**config.mk**
```make
export PLATFORM = sky130hd
export DESIGN_NAME = eint_ctrl
export DESIGN_NICKNAME = d
export VERILOG_FILES = /design/src/rtl/eint_pkg.sv /design/src/rtl/eint_sync.sv /design/src/rtl/eint_detect.sv /design/src/rtl/eint_bank.sv /design/src/rtl/eint_ctrl.sv
export SDC_FILE = /design/constraint.sdc
export NUM_CORES = 1
export LEC_CHECK = 0
export ABC_AREA = 1
export BUFFER_PORTS_ARGS = -buffer_cell sky130_fd_sc_hd__buf_2
export CAP_MARGIN = 20
export CORE_ASPECT_RATIO = 0.9
export CORE_MARGIN = 4
export CORE_UTILIZATION = 45
export DETAILED_ROUTE_END_ITERATION = 10
export GPL_ROUTABILITY_DRIVEN = 0
export PLACE_DENSITY = 0.58
export SYNTH_ARGS = -nofsm -noshare
export SYNTH_HDL_FRONTEND = slang
export SYNTH_SLANG_ARGS = --single-unit
```
**constraint.sdc**
```tcl
create_clock -name clk -period 1.7 [get_ports clk]
set_clock_uncertainty 0.15 [all_clocks]
set_input_delay 0 -clock clk [delete_from_list [all_inputs] [get_ports clk]]
set_output_delay 0 -clock clk [all_outputs]
set_load 0.05 [all_outputs]
```
**src/rtl/eint_pkg.sv**
```systemverilog
package eint_pkg;
  localparam int LINES     = 32;
  localparam int MODE_W    = 4;
  localparam int FLD_PER_W = 32 / MODE_W;
  localparam int CFG_REGS  = LINES / FLD_PER_W;

  typedef enum logic [MODE_W-1:0] {
    TRIG_RISE = 4'd0,
    TRIG_FALL = 4'd1,
    TRIG_HIGH = 4'd2,
    TRIG_LOW  = 4'd3,
    TRIG_ANY  = 4'd4
  } trig_e;
endpackage

```
**src/rtl/eint_sync.sv**
```systemverilog
module eint_sync #(
  parameter int W = 32
) (
  input  logic         clk,
  input  logic         rst_n,
  input  logic [W-1:0] raw,
  output logic [W-1:0] cur,
  output logic [W-1:0] prev
);
  logic [W-1:0] meta_q;

  always_ff @(posedge clk or negedge rst_n) begin
    if (!rst_n) begin
      meta_q <= '0;
      cur    <= '0;
      prev   <= '0;
    end else begin
      meta_q <= raw;
      cur    <= meta_q;
      prev   <= cur;
    end
  end
endmodule

```
**src/rtl/eint_detect.sv**
```systemverilog
module eint_detect
  import eint_pkg::*;
(
  input  logic [MODE_W-1:0] mode,
  input  logic              cur,
  input  logic              prev,
  output logic              hit
);
  always_comb begin
    case (mode)
      TRIG_RISE: hit = cur & ~prev;
      TRIG_FALL: hit = ~cur & prev;
      TRIG_HIGH: hit = cur;
      TRIG_LOW:  hit = ~cur;
      TRIG_ANY:  hit = cur ^ prev;
      default:   hit = 1'b0;
    endcase
  end
endmodule

```
**src/rtl/eint_bank.sv**
```systemverilog
module eint_bank
  import eint_pkg::*;
#(
  parameter int WORD_W = 3
) (
  input  logic              clk,
  input  logic              rst_n,
  input  logic [LINES-1:0]  cur,
  input  logic [LINES-1:0]  prev,
  input  logic              sel,
  input  logic              wr,
  input  logic [WORD_W-1:0] word,
  input  logic [31:0]       wdata,
  output logic [31:0]       rword,
  output logic [LINES-1:0]  pend,
  output logic              irq
);
  localparam int CIDX_W = $clog2(CFG_REGS);
  localparam logic [WORD_W-1:0] W_EN = WORD_W'(CFG_REGS);
  localparam logic [WORD_W-1:0] W_ST = WORD_W'(CFG_REGS + 1);

  logic [CFG_REGS-1:0][31:0] cfg_q;
  logic [LINES-1:0]          en_q;
  logic [LINES-1:0]          st_q;
  logic [LINES-1:0]          hit;
  logic [LINES-1:0]          st_clr;
  logic                      cfg_word;

  genvar gi;
  generate
    for (gi = 0; gi < LINES; gi++) begin : g_line
      eint_detect u_det (
        .mode (cfg_q[gi / FLD_PER_W][MODE_W*(gi % FLD_PER_W) +: MODE_W]),
        .cur  (cur[gi]),
        .prev (prev[gi]),
        .hit  (hit[gi])
      );
    end
  endgenerate

  assign cfg_word = (word < W_EN);
  assign st_clr   = (sel && wr && word == W_ST) ? wdata : '0;

  always_ff @(posedge clk or negedge rst_n) begin
    if (!rst_n) begin
      cfg_q <= '0;
      en_q  <= '0;
      st_q  <= '0;
    end else begin
      if (sel && wr && cfg_word) cfg_q[word[CIDX_W-1:0]] <= wdata;
      if (sel && wr && word == W_EN) en_q <= wdata;
      st_q <= (st_q & ~st_clr) | hit;
    end
  end

  always_comb begin
    rword = '0;
    if (cfg_word)          rword = cfg_q[word[CIDX_W-1:0]];
    else if (word == W_EN) rword = en_q;
    else if (word == W_ST) rword = st_q;
  end

  assign pend = st_q;
  assign irq  = |(st_q & en_q);
endmodule

```
**src/rtl/eint_ctrl.sv**
```systemverilog
module eint_ctrl
  import eint_pkg::*;
#(
  parameter int NUM_BANKS = 2,
  parameter int ADDR_W    = 12,
  parameter int BASE      = 'h200,
  parameter int STRIDE    = 'h20
) (
  input  logic                       clk,
  input  logic                       rst_n,
  input  logic [NUM_BANKS*LINES-1:0] line_i,
  input  logic                       wr_en,
  input  logic                       rd_en,
  input  logic [ADDR_W-1:0]          addr,
  input  logic [31:0]                wdata,
  output logic [31:0]                rdata,
  output logic [NUM_BANKS-1:0]       irq_o
);
  localparam int STRIDE_SH = $clog2(STRIDE);
  localparam int WORD_W    = STRIDE_SH - 2;
  localparam int BANK_W    = (NUM_BANKS > 1) ? $clog2(NUM_BANKS) : 1;
  localparam int SPAN      = NUM_BANKS * STRIDE;

  logic [NUM_BANKS*LINES-1:0] cur, prev, pend_all;
  logic [ADDR_W-1:0]          off;
  logic                       in_win;
  logic [BANK_W-1:0]          bank_idx;
  logic [WORD_W-1:0]          word;
  logic [NUM_BANKS-1:0][31:0] rword;
  logic [NUM_BANKS-1:0]       bsel;
  logic [31:0]                rd_next;

  assign off      = addr - ADDR_W'(BASE);
  assign in_win   = (addr >= ADDR_W'(BASE)) && (off < ADDR_W'(SPAN)) && (addr[1:0] == 2'b00);
  assign bank_idx = BANK_W'(off >> STRIDE_SH);
  assign word     = off[STRIDE_SH-1:2];

  eint_sync #(.W(NUM_BANKS*LINES)) u_sync (
    .clk  (clk),
    .rst_n(rst_n),
    .raw  (line_i),
    .cur  (cur),
    .prev (prev)
  );

  genvar gb;
  generate
    for (gb = 0; gb < NUM_BANKS; gb++) begin : g_bank
      assign bsel[gb] = in_win && (bank_idx == BANK_W'(gb));
      eint_bank #(.WORD_W(WORD_W)) u_bank (
        .clk  (clk),
        .rst_n(rst_n),
        .cur  (cur[gb*LINES +: LINES]),
        .prev (prev[gb*LINES +: LINES]),
        .sel  (bsel[gb]),
        .wr   (wr_en),
        .word (word),
        .wdata(wdata),
        .rword(rword[gb]),
        .pend (pend_all[gb*LINES +: LINES]),
        .irq  (irq_o[gb])
      );
    end
  endgenerate

  always_comb begin
    rd_next = '0;
    for (int b = 0; b < NUM_BANKS; b++) begin
      if (bsel[b]) rd_next = rd_next | rword[b];
    end
  end

  always_ff @(posedge clk or negedge rst_n) begin
    if (!rst_n)     rdata <= '0;
    else if (rd_en) rdata <= rd_next;
  end
endmodule

```
==> flow_summary.json <==
{
  "synth.most_common_cell": "nand2_1",
  "post_synth_and_or_nand_nor_area_fraction_pct": 30.7,
  "die_h_um": 257,
  "cts_inserted_buffers": 70,
  "synth_xor_area_share_pct": 0,
  "syn_area_per_cell_um2": 7.87,
  "critical-path-slowest-cell": "dfrtp_1",
  "setup-tns-final_ns": -0.916,
  "report.final.setup_viol": 2,
  "maxCapViolations": 0,
  "initial_utilization_pct": 45.3,
  "final_design_area_no_fill_mm2": 0.0387,
  "dp.final_hpwl_um": 73600,
  "initialDrtViolationCount": 2938,
  "synth_top_area_share_pct": 49.1,
  "dieWidth_um": 285,
  "numPortBuffers": 145,
  "insertion_delay_ns": 0.61,
  "timing.critical_path.fanout_max": 2,
  "rrSetupSlack_ns": 0.07,
  "finalHoldViolCount": 0,
  "vias": 28560,
  "synth_top_flop_cell": "dfrtp_1",
  "start_kind": "flip-flop",
  "end_kind": "output pin",
  "worst_path_dominant_cell_family": "simple AND/OR/NAND/NOR gates",
  "worst-r2r-cell-count": 8,
  "grt_overflow_total": 0,
  "fin_crit_share_pct": 127,
  "postSynthNetCount": 4182,
  "synth-async-reset-ratio_pct": 100,
  "time_the_worst_path_needs_with_i_o_delays_and_setup_ns": 2.17,
  "regToRegStartpoint": "g_bank[1].u_bank.cfg_q[109]",
  "ioPinCount": 146,
  "globalRouteTotalUtil_pct": 28.9,
  "core_area_mm2": 0.0684,
  "synth_area_leader_cell": "dfrtp_1",
  "synth_top_cells_by_count": "1457 x nand2_1, 608 x dfrtp_1, 412 x inv_1",
  "rsz_0062_raised_after_global_routing": "true",
  "place_ws_ns": -0.332,
  "wire_length_of_the_first_global_routing_pass_um": 164000,
  "status": "finished with violations",
  "drt_wl_total_um": 106000,
  "dieArea_mm2": 0.0731,
  "critical_path_cell_list": "nand2_2 > nand4_1 > nor4_2 > nand2_2 > buf_8",
  "synth.yosys.seq_area_share_pct": 49.1,
  "synth_seq_cells": 608,
  "netlist_cell_types": 29,
  "ant_nets": 0,
  "synthCells": 3941,
  "grt_start_max_net_pins": 69,
  "floorplan.rows": 91,
  "clock_tree_from_tritoncts": "done",
  "total_power_uw": 33700,
  "synthesis.yosys.warnings": 0,
  "power_density_mw_per_mm2": 872,
  "arrival_ns": 2.02,
  "worst_ir_drop_vdd_v": 0.00100,
  "tightestPinTransition_ns": 0.608,
  "tritonroute_pass_1_iters": 6,
  "number_of_buffer_and_inverter_instances_along_the_worst_setup_path": 1,
  "final_max_slew_violation_count": 0,
  "required_arrival_time_at_the_worst_endpoint_ns": 1.55,
  "clockBufferDepth": 3,
  "cts_sinks": 608,
  "cts_max_level": 3,
  "drcViolationCount": 0,
  "synth_adder_area_share_pct": 5.21,
  "grt_antenna_before_repair": 2,
  "final_nets": 4572,
  "syn_area_mm2": 0.0310,
  "fin_worst_hold_slack_ns": 0.0390,
  "timing.critical_path.mode_cell": "nand2_2",
  "proportion_of_synthesized_area_in_mux_cells_pct": 0,
  "synthTopCellsByArea": "dfrtp_1 49%, nand2_1 18%, nand4_1 5.5%, ha_1 5.2%, inv_1 5.0%",
  "regToRegEndpoint": "rdata[13]",
  "max_clock_freq_mhz": 462,
  "cts.reportedPaths.clkPinSlew_ns": 0.06,
  "routedWlPerCell_um": 20.0,
  "drive_gt1_share_pct": 13.2,
  "dpl-instance-area_mm2": 0.0345,
  "p_leak_uw": 0.0196,
  "synth_top_family_by_area": "simple AND/OR/NAND/NOR gates",
  "slew_headroom_pct": 59.4,
  "synth-compound-area-share_pct": 6.49,
  "failed_checks": "negative setup slack",
  "first_global_vias": 27167,
  "area_growth_syn_to_layout_pct": 24.8,
  "detail_route.vias_per_cell": 5.38,
  "synth_enable_flop_cells": 0,
  "hold_path_class": "in2async",
  "cts.root.buffer_cell": "clkbuf_16",
  "setup.worst_path.class": "reg2out",
  "cpPeakStageDelay_ns": 0.39,
  "setup_slack_ns": -0.465
}
-- area by class of cell --
class	instances	area, um^2
Clock inverter	17	189
Tap cell	930	1160
Antenna cell	1	2.50
Fill cell	6392	29800
Clock buffer	100	2090
Inverter	416	1570
Multi-Input combinational cell	2672	13300
Sequential cell	608	15200
Timing Repair Buffer	563	5110
-- metrics by stage --
| step | cells | util (%) |
|---|---|---|
| 6_report | 5307 | 56.5 |
| 2_1_floorplan | 3941 | - |
| 3_5_place_dp | 5018 | 50.4 |
| 3_3_place_gp | 5018 | 50.4 |
| 5_1_grt | 5306 | 56.5 |
| 4_1_cts | 5306 | 56.4 |
-- state kept, by name, summed over array words and instances, names as in the netlist --
| name | flops |
|---|---|
| u_sync.meta_q | 64 |
| g_bank.u_bank.pend | 64 |
| g_bank.u_bank.en_q | 64 |
| rdata | 32 |
| u_sync.cur | 64 |
| u_sync.prev | 64 |
| g_bank.u_bank.cfg_q | 256 |
-- kinds of logic after synthesis --
| kind of cell | Yosys count |
|---|---|
| and+or+nand+nor | 2214 |
| buffers and inverters | 661 |
| adders and majority gates | 129 |
| DFF | 608 |
| AOI/OAI and AO/OA | 329 |
-- power breakdown --
part | switching [uW] | internal (uW)
Clock | 6090 | 9090
Sequential | 237 | 14800
Combinational | 2270 | 1220
Total | 8600 | 25100
-- worst min-delay path, stage by stage --
cell	delay, ns
dlygate4sd3_1	0.56
buf_8	0.33
buf_12	0.23
-- repair_timing --
action                                  CTS  global route
gates resized for setup                  20            21
hold buffers                            167             1
setup endpoints to repair                 3            23
endpoints found under the hold margin  1083             4
cloned                                    0             0
pin swaps                                 9             3
setup buffers                             4             0
-- per-layer routing --
layer / track usage, % / part of all wire (%) / vias to the layer above
li1: - / - / 13586
met1: 42.6 / 45 / 13700
met2: 43.3 / 43 / 1097
met3: 5.75 / 8.5 / 173
met4: 8.16 / 2.9 / 4
met5: 0 / 0.025 / -
-- cells in the final DEF, fill, tap and decap left out, types with 10 or more instances in the layout --
cell type and n:
a21oi_1 55, buf_12 64, buf_2 141, buf_4 189, clkbuf_1 11, clkbuf_16 73, clkbuf_8 16, clkinv_2 12
dfrtp_1 604, dlygate4sd3_1 166, ha_1 129, inv_1 411, nand2_1 1447, nand2_2 10, nand3_1 264, nand4_1 273
nor2_1 118, nor3_1 46, o211ai_1 52, o21ai_0 79, o21ai_1 71, o221ai_1 39, o31ai_1 10, or2_2 26
-- worst max path at each step --
| stage | from | end | slack, ns | cells past startpoint |
|---|---|---|---|---|
| after floorplan | addr[9] | g_bank[1].u_bank.pend[0] | 0.05 | 11 |
| after global placement | addr[9] | rdata[29] | -0.33 | 15 |
| after detailed placement | addr[9] | g_bank[1].u_bank.cfg_q[55] | -0.33 | 13 |
| after CTS | g_bank[1].u_bank.pend[26] | irq_o[1] | -0.46 | 5 |
| after global routing | g_bank[1].u_bank.pend[26] | irq_o[1] | -0.55 | 5 |
| final | g_bank[1].u_bank.pend[26] | irq_o[1] | -0.47 | 5 |
Note: power is estimated with default switching activity, not from simulation.
